## src/rtl/lcd_pkg.sv

```systemverilog
package lcd_pkg;

    localparam int NUM_COM = 3;
    localparam int LVL_W   = 2;

    typedef enum logic [1:0] {
        ST_IDLE = 2'd0,
        ST_PH_A = 2'd1,
        ST_PH_B = 2'd2
    } seq_state_e;

    localparam logic [LVL_W-1:0] LV_GND  = 2'd0;
    localparam logic [LVL_W-1:0] LV_LOW  = 2'd1;
    localparam logic [LVL_W-1:0] LV_HIGH = 2'd2;
    localparam logic [LVL_W-1:0] LV_FULL = 2'd3;

    function automatic logic [LVL_W-1:0] com_code(input logic sel, input logic pos);
        if (sel) return pos ? LV_FULL : LV_GND;
        return pos ? LV_LOW : LV_HIGH;
    endfunction

    function automatic logic [LVL_W-1:0] seg_code(input logic on, input logic pos);
        if (on) return pos ? LV_GND : LV_FULL;
        return pos ? LV_HIGH : LV_LOW;
    endfunction

endpackage

```

## src/rtl/lcd_timebase.sv

```systemverilog
module lcd_timebase #(
    parameter int RIP_W = 4,
    parameter int DIV_W = 3
) (
    input  logic             clk,
    input  logic             rst_n,
    input  logic             run,
    input  logic             presc_sel,
    input  logic [DIV_W-1:0] clkdiv,
    output logic             step
);
    logic [RIP_W-1:0] rip_q;
    logic [DIV_W-1:0] div_q;
    logic             tap_hit;

    assign tap_hit = presc_sel ? (&rip_q) : (&rip_q[RIP_W-2:0]);
    assign step    = run && tap_hit && (div_q == clkdiv);

    always_ff @(posedge clk or negedge rst_n) begin
        if (!rst_n) begin
            rip_q <= '0;
            div_q <= '0;
        end else if (!run) begin
            rip_q <= '0;
            div_q <= '0;
        end else begin
            rip_q <= rip_q + 1'b1;
            if (tap_hit) div_q <= (div_q == clkdiv) ? '0 : div_q + 1'b1;
        end
    end

    AST_STEP_SPACED: assert property (@(posedge clk) disable iff (!rst_n)
        step |=> !step);

endmodule

```

## src/rtl/lcd_seq.sv

```systemverilog
module lcd_seq
    import lcd_pkg::*;
(
    input  logic       clk,
    input  logic       rst_n,
    input  logic       enable,
    input  logic       step,
    input  logic       lp_mode,
    output logic       active,
    output logic       pos,
    output logic [1:0] com_idx,
    output logic       frame_start
);
    seq_state_e state_q, state_d;
    logic [1:0] com_q, com_d;
    logic       par_q, par_d;
    logic       fs_q, fs_d;

    always_comb begin
        state_d = state_q;
        com_d   = com_q;
        par_d   = par_q;
        fs_d    = 1'b0;
        unique case (state_q)
            ST_IDLE: begin
                if (enable) begin
                    state_d = ST_PH_A;
                    com_d   = 2'd0;
                    par_d   = 1'b0;
                    fs_d    = 1'b1;
                end
            end
            ST_PH_A: begin
                if (!enable)   state_d = ST_IDLE;
                else if (step) state_d = ST_PH_B;
            end
            ST_PH_B: begin
                if (!enable) state_d = ST_IDLE;
                else if (step) begin
                    state_d = ST_PH_A;
                    if (com_q == 2'd2) begin
                        com_d = 2'd0;
                        par_d = ~par_q;
                        fs_d  = 1'b1;
                    end else begin
                        com_d = com_q + 2'd1;
                    end
                end
            end
            default: state_d = ST_IDLE;
        endcase
    end

    always_ff @(posedge clk or negedge rst_n) begin
        if (!rst_n) begin
            state_q <= ST_IDLE;
            com_q   <= 2'd0;
            par_q   <= 1'b0;
            fs_q    <= 1'b0;
        end else begin
            state_q <= state_d;
            com_q   <= com_d;
            par_q   <= par_d;
            fs_q    <= fs_d;
        end
    end

    always_comb begin
        active      = (state_q != ST_IDLE);
        pos         = lp_mode ? ~par_q : (state_q == ST_PH_A);
        com_idx     = com_q;
        frame_start = fs_q && enable;
    end

    AST_DISABLE_IDLE: assert property (@(posedge clk) disable iff (!rst_n)
        !enable |=> state_q == ST_IDLE);
    AST_COM_ORDER: assert property (@(posedge clk) disable iff (!rst_n)
        (state_q == ST_PH_B && step && enable) |=>
            com_q == (($past(com_q) == 2'd2) ? 2'd0 : $past(com_q) + 2'd1));
    AST_FRAME_AT_COM0: assert property (@(posedge clk) disable iff (!rst_n)
        frame_start |-> com_q == 2'd0);
    AST_LP_SLOT_POL: assert property (@(posedge clk) disable iff (!rst_n)
        (lp_mode && state_q == ST_PH_A && step && enable) |=> $stable(pos));

endmodule

```

## src/rtl/lcd_segmem.sv

```systemverilog
module lcd_segmem #(
    parameter int N_SEG = 8,
    parameter int ROWS  = 3
) (
    input  logic             clk,
    input  logic             rst_n,
    input  logic             we,
    input  logic [1:0]       wrow,
    input  logic [N_SEG-1:0] wdata,
    input  logic [1:0]       rrow,
    output logic [N_SEG-1:0] rdata
);
    logic [N_SEG-1:0] rows_q [ROWS];

    for (genvar r = 0; r < ROWS; r++) begin : g_row
        always_ff @(posedge clk or negedge rst_n) begin
            if (!rst_n)                          rows_q[r] <= '0;
            else if (we && wrow == 2'(r))        rows_q[r] <= wdata;
        end
    end

    assign rdata = (rrow < 2'(ROWS)) ? rows_q[rrow] : '0;

endmodule

```

## src/rtl/lcd_drive.sv

```systemverilog
module lcd_drive
    import lcd_pkg::*;
#(
    parameter int N_SEG = 8
) (
    input  logic                   on,
    input  logic                   pos,
    input  logic [1:0]             com_idx,
    input  logic [N_SEG-1:0]       row_bits,
    output logic [LVL_W*N_SEG-1:0] seg_lvl,
    output logic [LVL_W*NUM_COM-1:0] com_lvl
);
    for (genvar s = 0; s < N_SEG; s++) begin : g_seg
        assign seg_lvl[LVL_W*s +: LVL_W] = on ? seg_code(row_bits[s], pos) : LV_GND;
    end

    for (genvar c = 0; c < NUM_COM; c++) begin : g_com
        assign com_lvl[LVL_W*c +: LVL_W] = on ? com_code(com_idx == 2'(c), pos) : LV_GND;
    end

endmodule

```

## src/rtl/lcd_wavegen.sv

```systemverilog
module lcd_wavegen
    import lcd_pkg::*;
#(
    parameter int N_SEG = 8,
    parameter int DIV_W = 3,
    parameter int RIP_W = 4
) (
    input  logic               clk,
    input  logic               rst_n,
    input  logic               enable,
    input  logic               mode_wr,
    input  logic               mode_wdata,
    input  logic               presc_sel,
    input  logic [DIV_W-1:0]   clkdiv,
    input  logic               mem_we,
    input  logic [1:0]         mem_row,
    input  logic [N_SEG-1:0]   mem_wdata,
    output logic [2*N_SEG-1:0] seg_lvl,
    output logic [5:0]         com_lvl,
    output logic               frame_start,
    output logic [1:0]         com_idx
);
    logic             mode_q;
    logic             active, pos, step;
    logic [N_SEG-1:0] row_bits;
    logic [NUM_COM-1:0] com_extreme;

    always_ff @(posedge clk or negedge rst_n) begin
        if (!rst_n)                   mode_q <= 1'b1;
        else if (mode_wr && !enable)  mode_q <= mode_wdata;
    end

    lcd_timebase #(.RIP_W(RIP_W), .DIV_W(DIV_W)) u_tb (
        .clk(clk), .rst_n(rst_n), .run(active && enable),
        .presc_sel(presc_sel), .clkdiv(clkdiv), .step(step)
    );

    lcd_seq u_seq (
        .clk(clk), .rst_n(rst_n), .enable(enable), .step(step),
        .lp_mode(~mode_q), .active(active), .pos(pos),
        .com_idx(com_idx), .frame_start(frame_start)
    );

    lcd_segmem #(.N_SEG(N_SEG), .ROWS(NUM_COM)) u_mem (
        .clk(clk), .rst_n(rst_n), .we(mem_we), .wrow(mem_row),
        .wdata(mem_wdata), .rrow(com_idx), .rdata(row_bits)
    );

    lcd_drive #(.N_SEG(N_SEG)) u_drv (
        .on(active && enable), .pos(pos), .com_idx(com_idx),
        .row_bits(row_bits), .seg_lvl(seg_lvl), .com_lvl(com_lvl)
    );

    for (genvar c = 0; c < NUM_COM; c++) begin : g_ext
        assign com_extreme[c] = (com_lvl[2*c +: 2] == LV_FULL) || (com_lvl[2*c +: 2] == LV_GND);
    end

    AST_MODE_LOCKED: assert property (@(posedge clk) disable iff (!rst_n)
        enable |=> $stable(mode_q));
    AST_GROUND_OFF: assert property (@(posedge clk) disable iff (!rst_n)
        !enable |-> (seg_lvl == '0 && com_lvl == '0 && !frame_start));
    AST_ONE_SELECTED: assert property (@(posedge clk) disable iff (!rst_n)
        (enable && active) |-> $countones(com_extreme) == 1);

endmodule

```

## config.mk

```make
export PLATFORM = sky130hd
export DESIGN_NAME = lcd_wavegen
export DESIGN_NICKNAME = d
export VERILOG_FILES = /design/src/rtl/lcd_pkg.sv /design/src/rtl/lcd_timebase.sv /design/src/rtl/lcd_seq.sv /design/src/rtl/lcd_segmem.sv /design/src/rtl/lcd_drive.sv /design/src/rtl/lcd_wavegen.sv
export SDC_FILE = /design/constraint.sdc
export NUM_CORES = 1
export LEC_CHECK = 0
export BUFFER_PORTS_ARGS = -buffer_cell sky130_fd_sc_hd__buf_2
export CAP_MARGIN = 15
export CORE_UTILIZATION = 51
export DETAILED_ROUTE_END_ITERATION = 10
export GPL_TIMING_DRIVEN = 0
export PLACE_DENSITY = 0.75
export SETUP_SLACK_MARGIN = 0.3
export SLEW_MARGIN = 20
export SYNTH_ARGS = -nofsm -noshare
export SYNTH_HDL_FRONTEND = slang
export SYNTH_SLANG_ARGS = --single-unit
```

## constraint.sdc

```tcl
create_clock -name clk -period 4.5 [get_ports clk]
set_clock_uncertainty 0.2 [all_clocks]
set_input_delay 0.45 -clock clk [delete_from_list [all_inputs] [get_ports clk]]
set_output_delay 0.45 -clock clk [all_outputs]
set_load 0.05 [all_outputs]
```

**After elaboration in Yosys (flattened, before gate mapping)**

Cells that the tools add are included.

- Register bits after elaboration: 38
- Bits of input ports: 20
- Logic and storage cells: 128

- Add/subtract/negate cells: 3
- Magnitude comparators: 2
- Multiplexer cells: 78
- Eq/ne operators: 14
- Reduce and logical (&&, ||, !) cells: 19
- Bitwise operators: 2

Operator list:

| kind | count |
|---|---|
| $mux W2 | 46 |
| $mux W8 | 3 |
| $mux W1 | 20 |
| $bmux W8 S2 | 1 |
| $mux W3 | 3 |
| $logic_and A1 B1 Y1 | 8 |
| $ne A2 B2 Y1 const B | 4 |
| $reduce_and A4 Y1 | 2 |
| $eq A2 B1 Y1 const B | 3 |
| $eq A2 B2 Y1 const B | 3 |
| $logic_not A2 Y1 | 3 |
| $ne A3 B3 Y1 const B | 2 |
| $pmux W2 S3 | 1 |
| $reduce_and A3 Y1 | 2 |
| $reduce_and A5 Y1 | 1 |
| $add A4 B1 Y4 const B | 1 |
| $mux W4 | 1 |
| $pmux W1 S2 | 2 |
| $pmux W2 S2 | 1 |
| $reduce_bool A2 Y1 | 2 |
| $add A3 B1 Y3 const B | 1 |
| $eq A3 B3 Y1 | 1 |
| $ge A3 B3 Y1 const B | 1 |
| $not A2 Y3 | 1 |
| other kinds (5) | 5 |

**Logic depth before layout (Yosys ltp)**

Gate-level depths: netlist (run 1).

- Depth after elaboration: 8
- Gate-level depth with buffers: 6
- Gate-level depth less buffers: 6

**By module**

Synthesis (run 1) repeated with hierarchy kept, for this count alone.

- Cells, all modules: 189
- Area, all modules: 2,190.9 um2

By module, submodules not included:

| module | cells an instance | instances | sequential area each (um2) | area each (um2) |
|---|---|---|---|---|
| lcd_segmem | 71 | 1 | 600.6 | 1,083.5 |
| lcd_timebase | 36 | 1 | 175.2 | 380.4 |
| lcd_drive | 46 | 1 | 0.0 | 367.9 |
| lcd_seq | 31 | 1 | 150.1 | 301.5 |
| lcd_wavegen | 5 | 1 | 26.3 | 57.6 |

**Worst setup path before layout (run 1)**

Ideal clock, no wire load.

- Kind: reg2out
- Start point: register u_seq.com_q[1], in the netlist u_seq.com_idx[1]
- End point: output seg_lvl[13]
- Arrival time: 2,263 ps
- Required time: 3,850 ps
- Path slack: 1,587 ps
- Cell stages (with the launch flop): 6
- Path buffers: 1
- Cell sequence: dfrtp_1 > buf_2 > mux2i_1 > nor2_1 > a21oi_1 > mux2i_1

- Word-level cells in the longest chain between the ends: 8
- Elaborated cells on any way between the ends: 9
- Classes of those cells: order compare: 1; mux: 7; bitwise: 1

Ends and longest elaborated chain:

| element | RTL line | text |
|---|---|---|
| start, declared | lcd_seq.sv:15 | `logic [1:0] com_q, com_d;` |
| start signal, assigned | lcd_seq.sv:62 | `com_q <= com_d;` |
| $not A2 Y3 (implied by the code) | lcd_segmem.sv:22 | `assign rdata = (rrow < 2'(ROWS)) ? rows_q[rrow] : '0;` |
| $bmux W8 S2 | lcd_segmem.sv:22 |  |
| $mux W8 (implied by the code) (2 in series) | lcd_segmem.sv:22 |  |
| $mux W8 * | lcd_segmem.sv:22 |  |
| $mux W1 * | lcd_pkg.sv:23 | `if (on) return pos ? LV_GND : LV_FULL;` |
| $mux W2 * | lcd_pkg.sv:24 | `return pos ? LV_HIGH : LV_LOW;` |
| $mux W2 * | lcd_drive.sv:14 | `assign seg_lvl[LVL_W*s +: LVL_W] = on ? seg_code(row_bits[s], pos) : LV_GND;` |
| end, declared | lcd_wavegen.sv:18 | `output logic [2*N_SEG-1:0] seg_lvl,` |

Every way passes the cells marked *; elsewhere a longest branch is shown, timed or not. The select of a mux whose other input is x is not followed.

**Worst setup path in the final report (run 1)**

- Start point: register mode_q
- End point: output seg_lvl[10]

- Word-level cells in the longest chain between the ends: 5
- Elaborated cells on any way between the ends: 6
- Classes of those cells: mux: 6

Ends and longest elaborated chain:

| element | RTL line | text |
|---|---|---|
| start, declared | lcd_wavegen.sv:23 | `logic mode_q;` |
| start signal, assigned | lcd_wavegen.sv:30 | `else if (mode_wr && !enable) mode_q <= mode_wdata;` |
| $mux W1 * | lcd_seq.sv:70 | `pos = lp_mode ? ~par_q : (state_q == ST_PH_A);` |
| $mux W2 (2 in series) | lcd_pkg.sv:23 |  |
| $mux W2 * | lcd_pkg.sv:24 |  |
| $mux W2 * | lcd_drive.sv:14 |  |

Marked as above.

==> out/results.tsv, run 1 <==
metric	value	unit
status	complete, no violations	
initial antenna violation count	0	
Reg2Reg Setup Slack	2.37	ns
Via Count	1486	
Area Growth Syn to Fin	18.1	%
Critical R2R Capture	u_seq.par_q$_DFFE_PN0P_	
Post-Route WL	3.91	mm
met3 WL post-DR	163	um
mapped cell area	2050	um2
number of setup violations in the final report	0	
Critical Path Max Stage Delay	0.57	ns
setup TNS	0	ns
Slew Limit Headroom	43.5	%
syn nets	203	
Inserted Clock Buffers	5	
P_leak	1.17	nW
Worst Path Max Fanout	10	
Min-Delay Path Class	in2async	
Max Slew Vio Count	0	
H-tree depth	2	
crit path time final	2.86	ns
# rows	22	
Seq/Total Area, Yosys	46.4	%
Yosys reg bits	38	
worst vdd ir	214	uV
Pwr per Cell Area	343	nW/um2
Yosys cell types	35	
YS warnings	0	
Post-CTS Setup Bufs	0	
post-route clock period utilization	63.5	%
die height	65.4	um
Longest Clk Path Bufs	2	
Nets	254	
R2R depth	6	
Die Footprint	4280	um2
register area	952	um2
largest net degree at the start of global routing	39	
RSZ-0062 raised after global routing	false	
core box area	3770	um2
router iterations before antenna repair	4	
CTS root buffer	clkbuf_8	
Final Hold Viols	0	
DRC Markers	0	
MaxCap Viol Count	0	
Buffers on Ports	44	
CP max-delay cell	dfstp_2	
per-cell routed wire length	14.0	um
Setup CP Type	reg2out	
number of global-route vias before repair	1417	
startpoint types	flop	
vias per cell	5.31	
WL met2	1.90	mm
n_diodes	0	
initial cell density of the core	54.4	%
first-pass GRT wire length	6.56	mm
share of cells above drive strength 1	40.5	%
crit-path cells	nor2b_1, o221ai_1, clkbuf_1, inv_1, buf_4, buf_2	
CP endpoint kind	primary output	
ANT nets after route	0	
wl on met1	1.79	mm
Top Layer Used	met4	
clk_lat worst skew	0.28	ns
Avg Inst Size Synth	11.4	um2
final core utilization	64.2	%
Reg clk slew, reported paths	0.07	ns
area of the multi-input gates	988	um2
# resized after CTS	0	
CTS tree	built	
Data required, critical path	3.85	ns
die width	65.4	um
cell count after synthesis	180	
Buf+Inv Stages, Crit Path	4	
Filler cells	327	
initial DRC count	51	
clock sink count	38	
Ports	45	
Placer Congestion	0.767	
delay-heaviest family, CP	buffers and inverters	
hpwl dp	2.76	mm
grt ovf	0	
Worst Tran Pin Value	0.847	ns
Total Routing Usage GR	20.6	%
RR Startpoint	u_tb.rip_q[0]$_DFF_PN0_	
Max Freq	0.350	GHz
CP arrival	2.21	ns
hold_buf cts	0	
layout by cell type (no fill, tap or decap), types with 2 or more instances in the layout:
cell,n
a21oi_1,11
and2_1,2
buf_2,45
buf_4,10
clkbuf_1,4
clkbuf_8,6
dfrtp_1,37
ha_1,3
inv_1,4
mux2_2,25
mux2i_1,19
nand2_1,10
nand2b_1,2
nand3_1,2
nand3b_1,5
nand4_1,2
nand4b_1,3
nor2_1,13
nor2b_1,6
o211ai_1,2
o21ai_0,2
xor2_1,4
registers in the layout, indices dropped and copies added (netlist names):
register,flops
u_tb.rip_q,4
u_seq.com_idx,2
u_mem.rows_q,24
u_seq.fs_q,1
u_seq.par_q,1
mode_q,1
u_seq.state_q,2
u_tb.div_q,3
final cells by class:
cell class | instances | share of cell area (%)
clock buffer | 7 | 3.56
sequential | 38 | 39.3
clock inverter | 1 | 0.207
timing repair buffer | 44 | 9.09
inverter | 4 | 0.620
multi-input combinational | 123 | 40.8
tap | 48 | 2.48
buffer | 15 | 3.93
synth_stat cells, drive strengths merged:
cell type / count / area, um2
nand2b: 3 / 26.3
nor2: 13 / 48.8
ha: 3 / 37.5
nor2b: 6 / 37.5
dfrtp: 37 / 926
a2111oi: 1 / 27.5
a31oi: 1 / 6.26
dfstp: 1 / 26.3
nand4b: 3 / 26.3
o21ai: 3 / 15.0
buf: 12 / 83.8
nand2: 11 / 43.8
nor3b: 1 / 12.5
or3: 1 / 11.3
and2: 2 / 12.5
o31ai: 1 / 7.51
mux2i: 19 / 190
a211o: 1 / 8.76
inv: 4 / 15.0
xor2: 4 / 35.0
nand4: 3 / 25.0
a21oi: 11 / 55.1
nand3: 2 / 10.0
o221ai: 1 / 8.76
o211ai: 2 / 15.0
mux2: 25 / 282
nand3b: 5 / 37.5
clkbuf: 3 / 11.3
a31o: 1 / 8.76
metrics by stage:
| stage | area, um2 | power, mW | hold WS [ns] | setup slack (ns) | cells |
|---|---|---|---|---|---|
| 2_1_floorplan | 2050 | 0.553 | -0.0456 | 1.59 | 180 |
| 3_3_place_gp | 2330 | 0.598 | 0.253 | 1.94 | 272 |
| 3_5_place_dp | 2330 | 0.602 | 0.257 | 1.91 | 272 |
| 4_1_cts | 2420 | 0.841 | 0.0926 | 1.58 | 280 |
| 5_1_grt | 2420 | 0.879 | 0.137 | 1.44 | 280 |
| 6_report | 2420 | 0.831 | 0.0685 | 1.64 | 280 |
cell families after synthesis:
| logic type | count (synthesis) | share of synthesized area (%) |
|---|---|---|
| AO/OA/AOI/OAI | 22 | 7.44 |
| XOR/XNOR | 4 | 1.71 |
| adder cells (fa/ha/maj) | 3 | 1.83 |
| buffers and inverters | 19 | 5.37 |
| flip-flops | 38 | 46.4 |
| multiplexers | 44 | 23.0 |
| AND/OR/NAND/NOR | 50 | 14.2 |
power by group:
group	leakage, nW	total [mW]	switching, mW	internal [mW]
clock network	0.0482	0.238	0.115	0.124
logic	0.650	0.184	0.107	0.0772
registers	0.472	0.409	0.0223	0.386
total	1.17	0.831	0.244	0.587
routing by layer:
metal  vias to the layer above  track usage (%)
met4                         0             9.51
li1                        733                -
met2                        36             34.5
met3                         5             3.65
met1                       712             25.8
met5                         -                0
worst max path at each step:
stage / cells after the start / start / slack, ns / to
finish: 6 / mode_q$_DFFE_PN1P_ / 1.64 / seg_lvl[10]
global route: 6 / mode_q$_DFFE_PN1P_ / 1.44 / seg_lvl[14]
CTS: 6 / mode_q$_DFFE_PN1P_ / 1.58 / seg_lvl[10]
detailed placement: 6 / mode_q$_DFFE_PN1P_ / 1.91 / seg_lvl[10]
global placement: 6 / mode_q$_DFFE_PN1P_ / 1.94 / seg_lvl[10]
floorplan: 5 / u_seq.com_idx[1]$_DFFE_PN0P_ / 1.59 / seg_lvl[13]
(Power assumes the default switching activity.)
==> run 2, diff against run 1 <==
--- a/config.mk
+++ b/config.mk
@@ -7,7 +7,7 @@
 export LEC_CHECK = 0
 export BUFFER_PORTS_ARGS = -buffer_cell sky130_fd_sc_hd__buf_2
 export CAP_MARGIN = 15
-export CORE_UTILIZATION = 51
+export CORE_UTILIZATION = 49
 export DETAILED_ROUTE_END_ITERATION = 10
 export GPL_TIMING_DRIVEN = 0
 export PLACE_DENSITY = 0.75
==> constraint.sdc (replaced) <==
create_clock -name clk -period 2.5 [get_ports clk]
set_clock_uncertainty 0.2 [all_clocks]
set_input_delay 0.25 -clock clk [delete_from_list [all_inputs] [get_ports clk]]
set_output_delay 0.25 -clock clk [all_outputs]
set_load 0.05 [all_outputs]
==> run 2 against run 1 <==
Setup slack lost 1.4 ns. Final cell count grew 6.8%. Largest cell class unchanged. Count of clock-buffer cells in the layout shrank 1.
==> out/results.tsv, run 2 (same netlist as run 1, synthesis figures left out) <==
metric	value	unit
fin worst setup slack	0.197	ns
MaxCap Viol Count	0	
Nets	271	
Buf+Inv Stages, Crit Path	3	
clk_lat worst skew	0.29	ns
grt met2 use	40.5	%
Max Freq	0.434	GHz
Biggest register	u_mem.rows_q	
Critical Path Max Stage Delay	0.47	ns
commonest cells after routing, fill and taps aside	dfrtp_1 (34), mux2_2 (25), buf_2 (23), buf_4 (23), buf_6 (20)	
Reg clk slew, reported paths	0.08	ns
status	complete, no violations	
cell depth of the worst hold path	2	
R2R depth	7	
initial DRC count	85	
delay-heaviest family, CP	buffers and inverters	
first-pass GRT wire length	7.49	mm
post-route clock period utilization	92.1	%
setup TNS	0	ns
flip-flop count of the largest register after layout	24	
Sw Pwr	0.528	mW
Clk pwr share	26.5	%
Filler cells	262	
CTS root buffer	clkbuf_8	
router iterations before antenna repair	5	
die width	66.7	um
CP Depth	6	
Placer Congestion	0.727	
CP endpoint kind	primary output	
Reg power frac	44.9	%
Via Count	1594	
Total Routing Usage GR	23.3	%
CP max-delay cell	dfrtp_2	
met3 Use GR	5.82	%
P_leak	1.30	nW
Inserted Clock Buffers	5	
crit path time final	2.30	ns
Final Hold Viols	0	
crit-path cells	buf_4, nor2b_2, clkbuf_8, a21oi_2, mux2i_2, buf_6	
Die Footprint	4450	um2
Longest Clk Path Bufs	2	
met1 Usage GRT	27.1	%
die height	66.7	um
CTS tree	built	
core box area	4000	um2
largest net degree at the start of global routing	39	
n_diodes	0	
Area Growth Syn to Fin	46.0	%
number of setup violations in the final report	0	
Min-Delay Path Class	in2reg	
Data required, critical path	2.05	ns
Post-Route WL	4.88	mm
clock sink count	38	
vias per cell	5.33	
hpwl dp	2.96	mm
Comb pwr share	28.6	%
Worst Tran Pin Value	0.872	ns
initial antenna violation count	0	
# rows	23	
Switching Share	31.5	%
Final Hold Slack	0.0116	ns
Pwr per Cell Area	561	nW/um2
share of cells above drive strength 1	57.0	%
leading cell type in the layout, fill and taps excluded	dfrtp_1	
Buffers on Ports	44	
pre-CTS WS	0.0751	ns
worst vdd ir	383	uV
Max Slew Vio Count	0	
RSZ-0062 raised after global routing	true	
ANT nets after route	0	
Internal	1.15	mW
largest registers	u_mem.rows_q x24, u_tb.rip_q x4, u_tb.div_q x3	
Tot Pwr	1.68	mW
grt peak-use layer	met2	
Ports	45	
Slew Limit Headroom	41.8	%
DRC Markers	0	
grt ovf	0	
Worst Path Max Fanout	6	
CP arrival	1.85	ns
per-cell routed wire length	16.3	um
number of global-route vias before repair	1585	
initial cell density of the core	51.3	%
startpoint types	flop	
Setup CP Type	reg2out	
H-tree depth	2	
-- run 2: cell count changes in the layout (fill, tap and decap cells not counted), sizes merged --
cell | previous run | this run
inv | 4 | 3
buf | 56 | 70
clkinvlp | 0 | 2
dlygate4sd3 | 0 | 2
-- run 2: worst register-to-register path: cells and delay by family (launching register included) --
family | cells | cell delay [ns]
buffers and inverters | 1 | 0.21
AND/OR/NAND/NOR | 2 | 0.15
AO/OA/AOI/OAI | 2 | 0.51
adder cells (fa/ha/maj) | 2 | 0.40
flip-flops | 1 | 0.37
-- run 2: cell type report --
cell class | instances | area [um2] | share of cell area, %
multi-input cells | 123 | 1210 | 40.3
flip-flops and latches | 38 | 956 | 31.9
repair buffers | 61 | 508 | 17.0
plain buffers | 15 | 146 | 4.89
clock buffers | 6 | 82.6 | 2.76
well taps | 50 | 62.6 | 2.09
inverters | 4 | 18.8 | 0.627
clock inverters | 2 | 12.5 | 0.418
-- run 2: layer usage --
layer  vias to the layer above  part of all wire [%]
li1                        763                     -
met1                       780                    43
met2                        38                    51
met3                        13                   3.7
met4                         0                   2.7
met5                         -                     0
-- run 2: path summary, 6_finish.rpt --
kind / from / slack [ns] / end
max: u_seq.com_idx[1]$_DFFE_PN0P_ / 0.20 / seg_lvl[11]
min: mem_wdata[2] / 0.01 / u_mem.rows_q[2]$_DFFE_PN0P_
max reg2reg: u_tb.rip_q[0]$_DFF_PN0_ / 0.56 / u_seq.par_q$_DFFE_PN0P_
min reg2reg: u_tb.rip_q[0]$_DFF_PN0_ / 0.26 / u_tb.rip_q[0]$_DFF_PN0_
max in group asynchronous: rst_n / 1.09 / u_seq.state_q[0]$_DFFE_PN0P_
min in group asynchronous: rst_n / 0.41 / u_tb.rip_q[3]$_DFF_PN0_
-- run 2: repair_timing --
item	in CTS	in global routing
hold buffers	2	0
buffers inserted	8	5
pin swaps	3	5
setup endpoints to repair	22	24
gates cloned	0	2
endpoints found under the hold margin	38	0
resized for setup	69	15
-- run 2: power by group through the flow --
stage               sequential [mW]  clock [mW]  combinational [mW]
detailed placement            0.750           0               0.385
global route                  0.763       0.479               0.511
global placement              0.744           0               0.377
floorplan                     0.736           0               0.305
finish                        0.754       0.445               0.480
CTS                           0.751       0.448               0.469
-- run 2: per-stage QoR --
step,instances,instance area [um2],utilization (%)
after floorplan,180,2160,-
after global placement,274,2440,61.0
after detailed placement,274,2440,61.0
after CTS,292,2880,72.0
after global routing,299,2990,74.9
final,299,2990,74.9
